File: config.mk
export PLATFORM = sky130hd
export DESIGN_NAME = kill_tracker
export DESIGN_NICKNAME = d
export VERILOG_FILES = /design/src/rtl/kt_pkg.sv /design/src/rtl/kt_map.sv /design/src/rtl/kt_rconf.sv /design/src/rtl/kt_bloom.sv /design/src/rtl/kill_tracker.sv
export SDC_FILE = /design/constraint.sdc
export NUM_CORES = 1
export LEC_CHECK = 0
export BUFFER_PORTS_ARGS = -buffer_cell sky130_fd_sc_hd__clkbuf_2
export CAP_MARGIN = 30
export CORE_UTILIZATION = 45
export CTS_CLUSTER_SIZE = 14
export DETAILED_ROUTE_END_ITERATION = 16
export SYNTH_ARGS = -nofsm -noshare
export SYNTH_HDL_FRONTEND = slang
export SYNTH_HIERARCHICAL = 1
export SYNTH_SLANG_ARGS = --single-unit
File: constraint.sdc
create_clock -name clk -period 7.2 [get_ports clk]
set_clock_uncertainty 0.2 [all_clocks]
set_input_delay 0 -clock clk [delete_from_list [all_inputs] [get_ports clk]]
set_output_delay 0 -clock clk [all_outputs]
set_load 0.01 [all_outputs]
File: src/rtl/kt_pkg.sv
package kt_pkg;
   // kind of broadcast seen on the snoop side
   typedef enum logic {
      BC_ABORT_MSG = 1'b0,
      BC_COMMIT    = 1'b1
   } bc_kind_e;
endpackage

File: src/rtl/kt_map.sv
module kt_map #(
   parameter int NCORES  = 4,
   parameter int CORE_ID = 0,
   localparam int CID_W  = $clog2(NCORES)
) (
   input  logic              clk,
   input  logic              rst_n,
   input  logic              clear,
   input  logic [NCORES-1:0] set_vec,
   input  logic              drop_valid,
   input  logic [CID_W-1:0]  drop_core,
   input  logic              wconf_sent,
   output logic [NCORES-1:0] map_q,
   output logic              sticky_q
);
   localparam logic [NCORES-1:0] SELF = NCORES'(1) << CORE_ID;

   logic [NCORES-1:0] drop_mask;
   logic [NCORES-1:0] map_d;

   always_comb begin
      drop_mask = '0;
      if (drop_valid) drop_mask[drop_core] = 1'b1;
      // a fresh conflict wins over a same-cycle abort message
      map_d = ((map_q & ~drop_mask) | set_vec) & ~SELF;
   end

   always_ff @(posedge clk) begin
      if (!rst_n) begin
         map_q    <= '0;
         sticky_q <= 1'b0;
      end else if (clear) begin
         map_q    <= '0;
         sticky_q <= 1'b0;
      end else begin
         map_q    <= map_d;
         sticky_q <= sticky_q | wconf_sent;
      end
   end
endmodule

File: src/rtl/kt_rconf.sv
module kt_rconf #(
   parameter int NLINES = 16,
   localparam int SLOT_W = $clog2(NLINES)
) (
   input  logic              clk,
   input  logic              rst_n,
   input  logic              clear,
   input  logic              ev_valid,
   input  logic [SLOT_W-1:0] ev_slot,
   input  logic              snp_set,
   input  logic [SLOT_W-1:0] snp_slot,
   input  logic              al_set,
   input  logic [SLOT_W-1:0] al_slot,
   output logic [NLINES-1:0] bits_q
);
   logic [NLINES-1:0] bits_d;

   always_comb begin
      bits_d = bits_q;
      if (ev_valid) bits_d[ev_slot]  = 1'b0;
      if (snp_set)  bits_d[snp_slot] = 1'b1;
      if (al_set)   bits_d[al_slot]  = 1'b1;
   end

   always_ff @(posedge clk) begin
      if (!rst_n)     bits_q <= '0;
      else if (clear) bits_q <= '0;
      else            bits_q <= bits_d;
   end
endmodule

File: src/rtl/kt_bloom.sv
module kt_bloom #(
   parameter int ADDR_W = 16,
   parameter int BITS   = 256,
   parameter int NHASH  = 2
) (
   input  logic              clk,
   input  logic              rst_n,
   input  logic              clear,
   input  logic              ins_valid,
   input  logic [ADDR_W-1:0] ins_addr,
   input  logic [ADDR_W-1:0] q_addr,
   output logic              q_hit
);
   localparam int HW  = $clog2(BITS);
   localparam int NSL = ADDR_W / HW;

   // fold address slices; with rot set, slice j is rotated left by j
   function automatic logic [HW-1:0] fold(input logic [ADDR_W-1:0] a, input logic rot);
      logic [HW-1:0] h;
      logic [HW-1:0] s;
      int r;
      h = '0;
      for (int j = 0; j < NSL; j++) begin
         s = a[j*HW +: HW];
         r = rot ? (j % HW) : 0;
         if (r != 0) s = (s << r) | (s >> (HW - r));
         h ^= s;
      end
      return h;
   endfunction

   logic [BITS-1:0] filt_q;
   logic [HW-1:0]   qh0, qh1, ih0, ih1;

   assign qh0 = fold(q_addr, 1'b0);
   assign qh1 = fold(q_addr, 1'b1);
   assign ih0 = fold(ins_addr, 1'b0);
   assign ih1 = fold(ins_addr, 1'b1);

   generate
      if (NHASH == 2) begin : g_two
         assign q_hit = filt_q[qh0] & filt_q[qh1];
         always_ff @(posedge clk) begin
            if (!rst_n)     filt_q <= '0;
            else if (clear) filt_q <= '0;
            else if (ins_valid) begin
               filt_q[ih0] <= 1'b1;
               filt_q[ih1] <= 1'b1;
            end
         end
      end else begin : g_one
         assign q_hit = filt_q[qh0];
         always_ff @(posedge clk) begin
            if (!rst_n)         filt_q <= '0;
            else if (clear)     filt_q <= '0;
            else if (ins_valid) filt_q[ih0] <= 1'b1;
         end
      end
   endgenerate
endmodule

File: src/rtl/kill_tracker.sv
module kill_tracker #(
   parameter int NCORES  = 4,
   parameter int CORE_ID = 0,
   parameter int NLINES  = 16,
   parameter int ADDR_W  = 16,
   parameter int BF_BITS = 256,
   parameter int NHASH   = 2,
   localparam int CID_W  = $clog2(NCORES),
   localparam int SLOT_W = $clog2(NLINES)
) (
   input  logic              clk,
   input  logic              rst_n,
   input  logic              in_txn,
   input  logic              snp_valid,
   input  logic              snp_read,
   input  logic [SLOT_W-1:0] snp_slot,
   input  logic [NCORES-1:0] wconf_vec,
   input  logic              sent_wconf,
   input  logic              bc_valid,
   input  logic              bc_commit,
   input  logic [CID_W-1:0]  bc_core,
   input  logic              own_commit,
   input  logic              evict_valid,
   input  logic [SLOT_W-1:0] evict_slot,
   input  logic [ADDR_W-1:0] evict_addr,
   input  logic              alloc_valid,
   input  logic [SLOT_W-1:0] alloc_slot,
   input  logic [ADDR_W-1:0] alloc_addr,
   output logic              abort_o,
   output logic              abort_msg_o,
   output logic [NLINES-1:0] inval_o,
   output logic [NCORES-1:0] kmap_o,
   output logic [NLINES-1:0] rconf_o
);
   import kt_pkg::*;

   localparam logic [CID_W-1:0]  SELF_ID   = CID_W'(CORE_ID);
   localparam logic [NCORES-1:0] SELF_MASK = NCORES'(1) << CORE_ID;

   initial begin
      assert (NCORES >= 2 && (1 << CID_W) == NCORES) else $error("NCORES must be a power of two");
      assert (CORE_ID < NCORES) else $error("CORE_ID out of range");
      assert ((1 << SLOT_W) == NLINES) else $error("NLINES must be a power of two");
      assert ((1 << $clog2(BF_BITS)) == BF_BITS) else $error("BF_BITS must be a power of two");
      assert (ADDR_W % $clog2(BF_BITS) == 0) else $error("ADDR_W must be a multiple of the hash width");
      assert (NHASH == 1 || NHASH == 2) else $error("NHASH must be 1 or 2");
   end

   bc_kind_e          bc_kind;
   logic              foreign_bc;
   logic              kill;
   logic              clr_all;
   logic [NCORES-1:0] foreign_conf;
   logic              snp_live;
   logic              snp_rset;
   logic              al_set;
   logic              bf_hit;
   logic              bf_ins;
   logic              sticky;

   assign bc_kind      = bc_kind_e'(bc_commit);
   assign foreign_bc   = bc_valid && (bc_core != SELF_ID);
   assign kill         = foreign_bc && (bc_kind == BC_COMMIT) && kmap_o[bc_core];
   assign clr_all      = kill || own_commit;
   assign snp_live     = snp_valid && in_txn;
   assign foreign_conf = snp_live ? (wconf_vec & ~SELF_MASK) : '0;
   assign snp_rset     = snp_read && (|foreign_conf);
   assign al_set       = alloc_valid && in_txn && bf_hit;
   assign bf_ins       = evict_valid && rconf_o[evict_slot];

   kt_map #(.NCORES(NCORES), .CORE_ID(CORE_ID)) u_map (
      .clk        (clk),
      .rst_n      (rst_n),
      .clear      (clr_all),
      .set_vec    (foreign_conf),
      .drop_valid (foreign_bc && (bc_kind == BC_ABORT_MSG)),
      .drop_core  (bc_core),
      .wconf_sent (sent_wconf),
      .map_q      (kmap_o),
      .sticky_q   (sticky)
   );

   kt_rconf #(.NLINES(NLINES)) u_rconf (
      .clk      (clk),
      .rst_n    (rst_n),
      .clear    (clr_all),
      .ev_valid (evict_valid),
      .ev_slot  (evict_slot),
      .snp_set  (snp_rset),
      .snp_slot (snp_slot),
      .al_set   (al_set),
      .al_slot  (alloc_slot),
      .bits_q   (rconf_o)
   );

   kt_bloom #(.ADDR_W(ADDR_W), .BITS(BF_BITS), .NHASH(NHASH)) u_bloom (
      .clk       (clk),
      .rst_n     (rst_n),
      .clear     (clr_all),
      .ins_valid (bf_ins),
      .ins_addr  (evict_addr),
      .q_addr    (alloc_addr),
      .q_hit     (bf_hit)
   );

   always_ff @(posedge clk) begin
      if (!rst_n) begin
         abort_o     <= 1'b0;
         abort_msg_o <= 1'b0;
         inval_o     <= '0;
      end else begin
         abort_o     <= kill;
         abort_msg_o <= kill && (sticky || sent_wconf);
         inval_o     <= kill ? rconf_o : '0;
      end
   end
endmodule

==> impl_metrics.toml, run 1 <==
[run_status]
status = "finished clean"

[timing]
relSlewSlack_pct = 21.6
period_share_pct = 82.5
timing.fmax_mhz = 168
setup_tns_ps = 0
fin_hold_ws_ps = 67.2
worst_slack_ps = 1260
min_period_ps = 5940
rsz0062_at_grt = "false"
setup_violations = 0
hold_viol_final = 0
slew_viol_final = 0
tightest_slew_ps = 1170

[setup_path]
reg2reg_from = "u_bloom/filt_q[207]$_SDFFE_PP0P_"
cp_slowest_cell = "a2111oi_0"
worstPathArrival_ps = 6170
crit_start = "alloc_addr[8]"
crit_path_frequent_cell = "dlygate4sd3_1"
setup.worst_path.end = "u_rconf/bits_q[4]$_SDFF_PP0_"
reg2reg_depth = 13
slowest_delay_ps = 970
crit_type = "primary input to flip-flop"
cp-start-kind = "primary input"
r2r_end = "u_rconf/bits_q[4]$_SDFF_PP0_"
regToRegSetupSlack_ps = 1760
crit_fanout = 13
end_kind = "flip-flop"
crit_chain = "clkbuf_2 -> xor2_4 -> buf_4 -> mux4_2 -> a21oi_1 -> nand4_1 -> a2111oi_0 -> nor3b_1 -> o22a_1 -> and3_1 -> nor3b_2 -> dlygate4sd3_1 -> a22oi_1 -> dlygate4sd3_1 -> a21oi_1 -> dlygate4sd3_1"
critPathRequiredTime_ps = 7430

[synthesis]
postSynthAreaPerCell_sq_um = 8.51
syn-instance-count = 1901
synth_warnings = 6
netlist_area_sq_um = 16200
synthesis.nets = 1962

[die]
die-area_sq_um = 36700
ios = 99
initial_core_util_pct = 45.6
die_x_um = 192
die_h_um = 192
rows = 69
core_area_sq_um = 35500

[clock_tree]
cts_tree = "built"
numCtsBuffers = 35
cts.sinks = 294
clkTransAtPathRegs_ps = 60
clk_path_buf_depth = 3
clockRootBuffer = "clkbuf_16"
cts_setup_buffers = 0
htree_levels = 2
clk_latency_ps = 550

[global_route]
grt_pass1_wl_um = 93400
grt_antenna_before_repair = 1
grt_max_degree = 211
grt_pass1_vias = 15500
grt_overflow = 0
globalRouteTotalUtil_pct = 33.6

[flow_run]
max_cap_viol_count = 0

[final_layout]
diodes = 0
drive_gt1_share_pct = 13.1
seqCellArea_sq_um = 5890
syn2layout_area_growth_pct = 14.3
fin_cells = 2431
num-nets-final = 2008
fin_util_pct = 52.1
nFillCells = 3269
multi_input_comb_area_sq_um = 9620

[placement]
pre_cts_ws_ps = 2500
dp_cells = 2317
gp_congestion = 0.920
place_hpwl_um = 37200
io_buffers = 96

[drt]
avgViaCountPerCell = 6.78
wl_per_cell_um = 25.8
ant_nets = 0
dr.pass1.iters = 6
via_count = 16500
wl_um = 62800
route.detailed.drc = 0
drtIter0Drc = 2159

[power]
power_leakage_nw = 6.22
p_per_area_nw_per_um2 = 220
peakVddDrop_mv = 0.181

[min_path]
hp-class = "primary input to flip-flop"
-- critical path: cells and delay by family --
| family | cells | cell delay (ps) |
|---|---|---|
| and+or+nand+nor | 4 | 760 |
| muxes | 1 | 540 |
| buffers and inverters | 5 | 2460 |
| xor gates and xnor gates | 1 | 590 |
| AOI/OAI and AO/OA | 5 | 1830 |
-- power breakdown --
group	internal, mW	switching [mW]	leakage, nW
Clock	1.09	0.731	0.567
Combinational	0.167	0.461	3.29
Sequential	1.63	0.00182	2.37
Total	2.88	1.19	6.22
-- per-layer routing --
metal  GRT usage [%]  vias to the layer above  wire (um)
met3            7.36                      228       7220
met5               0                        -         13
met1            43.9                     7939      24400
met4            17.6                        2       3280
met2            51.9                     1109      27900
li1                -                     7212          -
-- flip-flops by register name, indices dropped and copies added (netlist names) --
name,flops
u_map/sticky_q,1
abort_o,1
u_rconf/bits_q,16
inval_o,16
abort_msg_o,1
u_map/map_q,3
u_bloom/filt_q,256
-- cell usage in the layout, fill, tap and decap left out, types with 5 or more instances in the layout --
cell	instances
a31oi_1	5
nor2_1	312
nand2_1	92
dlygate4sd3_1	54
clkbuf_16	36
xnor2_1	27
mux2i_1	111
o21ai_0	33
nand4_1	6
nand2b_1	7
clkbuf_8	6
xor2_1	25
a22oi_1	23
clkbuf_2	96
mux4_2	76
o22ai_1	307
o21ai_1	5
dfxtp_1	294
clkbuf_1	9
and3_1	9
nor3_1	8
nand3_1	38
and2_1	19
a21oi_1	279
buf_4	17
-- worst min-delay path by stage --
stage | start | to | slack (ps) | depth (start not counted)
finish | alloc_valid | u_rconf/bits_q[11]$_SDFF_PP0_ | 70 | 5
global route | alloc_valid | u_rconf/bits_q[11]$_SDFF_PP0_ | 80 | 5
CTS | alloc_valid | u_rconf/bits_q[11]$_SDFF_PP0_ | 0.6 | 5
detailed placement | sent_wconf | u_map/sticky_q$_SDFF_PP0_ | 40 | 3
global placement | sent_wconf | abort_msg_o$_SDFF_PN0_ | 30 | 2
floorplan | sent_wconf | u_map/sticky_q$_SDFF_PP0_ | -80 | 2
-- layout make-up --
class | count | share of cell area [%]
Clock buffer | 51 | 5.50
Clock inverter | 9 | 0.731
Tap cell | 461 | 3.12
Multi-Input combinational cell | 1443 | 52.0
Timing Repair Buffer | 173 | 6.79
Sequential cell | 294 | 31.8
-- through the flow --
step	total power, mW	area, sq um
after floorplan	2.04	16200
after global placement	2.25	16800
after CTS	4.07	18500
final	4.08	18500
after detailed placement	2.25	16800
after global routing	4.17	18500
-- repair_timing --
item,CTS,global route
gates resized for setup,0,0
endpoints found under the hold margin,84,0
hold buffers,54,0
Note: power is estimated with default switching activity, not from simulation.
==> run 2: changes to the inputs <==
clock period = 5.2 ns   (was 7.2 ns; I/O delays follow)
==> run 2 against run 1 <==
  * The flow now finishes with violations (design-rule violations)
  * Power increased by 37%
  * Flip-flop and latch count stayed put
  * Design area up 0.24%
  * Register-to-register slack lost 1500 ps
  * Sequential power is 39% higher
  * Die area unchanged
  * Final cell count up 0.29%
  * Non-clock buffer count up 6
  * Critical path type unchanged
  * Largest power group unchanged
  * Highest routed layer unchanged
==> impl_metrics.toml, run 2 (synthesized netlist as in run 1, its figures left out) <==
[run_status]
status = "finished, violations left"
violations = "design-rule violations"

[die]
die_h_um = 192
initial_core_util_pct = 45.6
die_x_um = 192
rows = 69
core_area_sq_um = 35500
die-area_sq_um = 36700
ios = 99

[setup_path]
crit_fanout = 23
worstPathArrival_ps = 5180
regToRegSetupSlack_ps = 270
reg2reg_from = "u_bloom/filt_q[207]$_SDFFE_PP0P_"
cp-start-kind = "primary input"
r2r_end = "u_rconf/bits_q[8]$_SDFF_PP0_"
end_kind = "flip-flop"
reg2reg_depth = 14
crit_type = "primary input to flip-flop"
critPathRequiredTime_ps = 5410

[min_path]
hp-class = "primary input to flip-flop"
hold_end = "u_rconf/bits_q[10]$_SDFF_PP0_"
whs_path_depth = 4
min_from = "evict_slot[0]"

[final_layout]
syn2layout_area_growth_pct = 14.6
num-nets-final = 2014
reg.largest.list = "u_bloom/filt_q x256, inval_o x16, u_rconf/bits_q x16"
largest_reg_flops = 256
design_area_sq_um = 18500
fin_util_pct = 52.2
largest-register = "u_bloom/filt_q"
mostFrequentLayoutCells = "312 x nor2_1, 307 x o22ai_1, 294 x dfxtp_1"
diodes = 0
final_common_cell = "nor2_1"
drive_gt1_share_pct = 13.6

[global_route]
grt_pass1_wl_um = 93500
grt_overflow = 0
grt_max_degree = 125
grt_pass1_vias = 15400
grt_busiest_layer = "met2"
globalRouteTotalUtil_pct = 33.8
gr-usage-met1_pct = 44.6
use_met2_pct = 52.6
grt_antenna_before_repair = 1
globalRouteMet3Util_pct = 6.80

[clock_tree]
cts_tree = "built"
htree_levels = 2
clk_latency_ps = 540
clockRootBuffer = "clkbuf_16"
clk_path_buf_depth = 3
numCtsBuffers = 35
clkTransAtPathRegs_ps = 60
cts.sinks = 294

[timing]
min_period_ps = 4960
period_share_pct = 95.4
setup_violations = 0
setup_tns_ps = 0
relSlewSlack_pct = 27.5
rsz0062_at_grt = "false"
fin_hold_ws_ps = 10.6
tightest_slew_ps = 1090
hold_viol_final = 0
slew_viol_final = 0
timing.fmax_mhz = 202
worst_slack_ps = 239

[drt]
route.detailed.drc = 2
drtIter0Drc = 2167
wl_per_cell_um = 25.7
via_count = 16400
ant_nets = 0
dr.pass1.iters = 12
avgViaCountPerCell = 6.73
wl_um = 62700

[power]
power_leakage_nw = 6.24
peakVddDrop_mv = 0.241
p_per_area_nw_per_um2 = 302

[placement]
pre_cts_ws_ps = 1190
gp_congestion = 0.918
place_hpwl_um = 38300
post_dp_cell_area_sq_um = 16900
io_buffers = 96

[flow_run]
max_cap_viol_count = 0
run 2: changes by cell type in the layout (fill, tap and decap cells not counted), moves of 2 or more:
cell / previous run / this run
bufinv_16: 3 / 1
buf_12: 4 / 6
buf_4: 17 / 25
clkbuf_8: 6 / 9
dlygate4sd3_1: 54 / 51
run 2: area by class of cell:
type,instances,area (sq um)
fill,3307,16900
multi-input combinational,1443,9630
sequential,294,5890
timing repair buffer,179,1310
clock buffer,56,1090
tap,461,577
clock inverter,5,50.0
run 2: critical path: stages:
cell           delay (ps)
clkbuf_2              260
xor2_4                260
buf_12                250
mux4_2                540
a21oi_2               250
nand4_1               240
a2111oi_1             390
buf_4                 190
nor3b_1                50
o22a_1                310
and3_1                250
nor3b_2               170
dlygate4sd3_1         590
a22oi_1               140
dlygate4sd3_1         580
a21oi_1                70
dlygate4sd3_1         580
run 2: how the worst max path moves through the flow:
stage	from	to	slack [ps]	depth (start not counted)
4_1_cts	alloc_addr[8]	u_rconf/bits_q[8]$_SDFF_PP0_	220	17
3_3_place_gp	alloc_addr[8]	u_rconf/bits_q[2]$_SDFF_PP0_	1160	14
6_report	alloc_addr[8]	u_rconf/bits_q[8]$_SDFF_PP0_	240	17
2_1_floorplan	alloc_addr[0]	u_rconf/bits_q[9]$_SDFF_PP0_	2290	12
5_1_grt	alloc_addr[0]	u_rconf/bits_q[8]$_SDFF_PP0_	40	17
3_5_place_dp	alloc_addr[8]	u_rconf/bits_q[2]$_SDFF_PP0_	1190	14
run 2: stage by stage:
stage | total power, mW | cells
3_3_place_gp | 3.12 | 2326
3_5_place_dp | 3.13 | 2326
5_1_grt | 5.74 | 2438
2_1_floorplan | 2.83 | 1901
4_1_cts | 5.59 | 2438
6_report | 5.60 | 2438
run 2: metal layers:
layer / vias up / share of wire [%]
li1: 7234 / -
met1: 7958 / 40
met2: 1004 / 45
met3: 218 / 10
met4: 2 / 4.6
met5: - / 0.021
run 2: what timing repair did:
item | in CTS | in global routing
endpoints found under the setup margin | 0 | 1
endpoints found under the hold margin | 48 | 0
gates resized for setup | 0 | 3
buffers inserted | 0 | 0
hold buffers | 51 | 0
run 2: power breakdown:
group,internal [mW],total (mW),switching (mW)
sequential,2.26,2.26,0.00255
clock,1.48,2.47,0.995
combinational,0.239,0.869,0.630
total,3.97,5.60,1.63
==> run 3: changes to the inputs <==
ABC_AREA = 0   (was default)
clock period = 4.3 ns   (was 5.2 ns; I/O delays follow)
==> run 3 against run 2 <==
  * The flow now finishes without violations
  * Via count grew 0.23%
  * Flip-flop and latch count unchanged
  * Final cell count is 0.29% higher
  * Power is 23% higher
  * Worst setup slack lost 150 ps
==> impl_metrics.toml, run 3 (synthesized netlist as in run 1, its figures left out) <==
[global_route]
globalRouteTotalUtil_pct = 33.9
grt_max_degree = 257
grt_antenna_before_repair = 0
grt_pass1_wl_um = 94200
grt_overflow = 0
grt_pass1_vias = 15400

[clock_tree]
cts.sinks = 294
htree_levels = 2
cts_tree = "built"
clockRootBuffer = "clkbuf_16"
clkTransAtPathRegs_ps = 60
clk_path_buf_depth = 3
clk_latency_ps = 540
numCtsBuffers = 35

[timing]
relSlewSlack_pct = 12.5
worst_slack_ps = 87.8
hold_viol_final = 0
tightest_slew_ps = 1310
setup_violations = 0
period_share_pct = 98.0
setup_tns_ps = 0
rsz0062_at_grt = "false"
slew_viol_final = 0
min_period_ps = 4210
timing.fmax_mhz = 237

[final_layout]
syn2layout_area_growth_pct = 15.6
diodes = 0
fin_cells = 2445
largest-register = "u_bloom/filt_q"
fin_util_pct = 52.7
reg.largest.list = "u_bloom/filt_q x256, inval_o x16, u_rconf/bits_q x16"
mostFrequentLayoutCells = "312 x nor2_1, 307 x o22ai_1, 294 x dfxtp_1"
nFillCells = 3244
num-nets-final = 2023
drive_gt1_share_pct = 14.2
largest_reg_flops = 256
final_common_cell = "nor2_1"
design_area_sq_um = 18700

[placement]
post_dp_cell_area_sq_um = 17100
io_buffers = 96
dp_cells = 2341
gp_congestion = 0.922
pre_cts_ws_ps = 2.76
place_hpwl_um = 38400

[setup_path]
reg2reg_from = "u_bloom/filt_q[207]$_SDFFE_PP0P_"
regToRegSetupSlack_ps = 180
cp-start-kind = "primary input"
crit_buf_inv = 5
critPathRequiredTime_ps = 4530
reg2reg_depth = 12
cp_slowest_cell = "a2111oi_1"
crit_chain = "clkbuf_2 -> xor2_4 -> buf_12 -> buf_4 -> mux4_2 -> a21oi_1 -> nand4_1 -> a2111oi_1 -> buf_4 -> nor3b_1 -> o22a_1 -> and3_1 -> and3b_1 -> a22oi_1 -> a21oi_1 -> dlygate4sd3_1"
slowest_delay_ps = 620
cp_top_family = "compound AO/OA/AOI/OAI gates"
crit_type = "primary input to flip-flop"
end_kind = "flip-flop"
worstPathArrival_ps = 4440
r2r_end = "u_rconf/bits_q[2]$_SDFF_PP0_"
crit_fanout = 13

[drt]
wl_per_cell_um = 25.8
route.detailed.drc = 0
wl_met1_um = 24900
met2WireLength_um = 28300
drtIter0Drc = 1888
dr.pass1.iters = 6
ant_nets = 0
wl_um = 63000
via_count = 16500
wl_met3_um = 6640
top_layer = "met4"
avgViaCountPerCell = 6.73

[run_status]
status = "finished clean"

[die]
rows = 69
die_h_um = 192
die_x_um = 192
ios = 99
die-area_sq_um = 36700
core_area_sq_um = 35500
initial_core_util_pct = 45.6

[flow_run]
max_cap_viol_count = 0

[min_path]
hp-class = "primary input to flip-flop"
whs_path_depth = 5
hold_end = "u_rconf/bits_q[11]$_SDFF_PP0_"
min_from = "in_txn"

[power]
power_leakage_nw = 6.32
peakVddDrop_mv = 0.265
p_per_area_nw_per_um2 = 367
[run 3: cell count changes in the layout (fill, tap and decap cells not counted), sizes merged]
cell	delta
buf	+15
bufinv	+2
clkbuf	-4
clkinv	-1
dlygate4sd3	-6
inv	+1
[run 3: worst max path at each step]
stage                   from                            to  cells past startpoint
4_1_cts        alloc_addr[0]  u_rconf/bits_q[2]$_SDFF_PP0_                     16
5_1_grt        alloc_addr[0]  u_rconf/bits_q[2]$_SDFF_PP0_                     16
2_1_floorplan  alloc_addr[0]  u_rconf/bits_q[9]$_SDFF_PP0_                     12
3_3_place_gp   alloc_addr[0]  u_rconf/bits_q[6]$_SDFF_PP0_                     15
6_report       alloc_addr[0]  u_rconf/bits_q[2]$_SDFF_PP0_                     16
3_5_place_dp   alloc_addr[0]  u_rconf/bits_q[9]$_SDFF_PP0_                     15
[run 3: final cells by class]
type	instances	area [sq um]	share of cell area, %
multi-input combinational	1443	9620	51.5
sequential	294	5890	31.5
timing repair buffer	188	1450	7.74
clock buffer	52	1030	5.52
tap	461	577	3.09
clock inverter	7	129	0.689
[run 3: what timing repair did]
item                                    CTS  global route
hold buffers                             45             0
buffers inserted                          0             0
hold endpoints to repair                 38             0
gates resized for setup                   0             1
endpoints found under the setup margin    0             3
[run 3: per-stage QoR]
step	hold slack, ps	power [mW]
after floorplan	-79.3	3.42
after global placement	28.3	3.82
after detailed placement	30.6	3.82
after CTS	29.5	6.85
after global routing	104	7.03
final	46.5	6.87
[run 3: layer usage]
metal,GRT usage [%],vias to the layer above
met5,0,-
met4,17.5,0
met3,6.52,249
met2,52.9,1042
met1,44.4,7928
li1,-,7234
[run 3: report_power, final]
group,internal (mW),switching [mW],total [mW]
sequential,2.73,0.00308,2.73
clock,1.84,1.20,3.04
combinational,0.317,0.779,1.10
total,4.88,1.99,6.87
[run 3: tightest hold or removal path, delay by kind of cell]
kind	cells	cell delay, ps
simple gates	2	400
buf+inv	1	100
compound gates	2	230
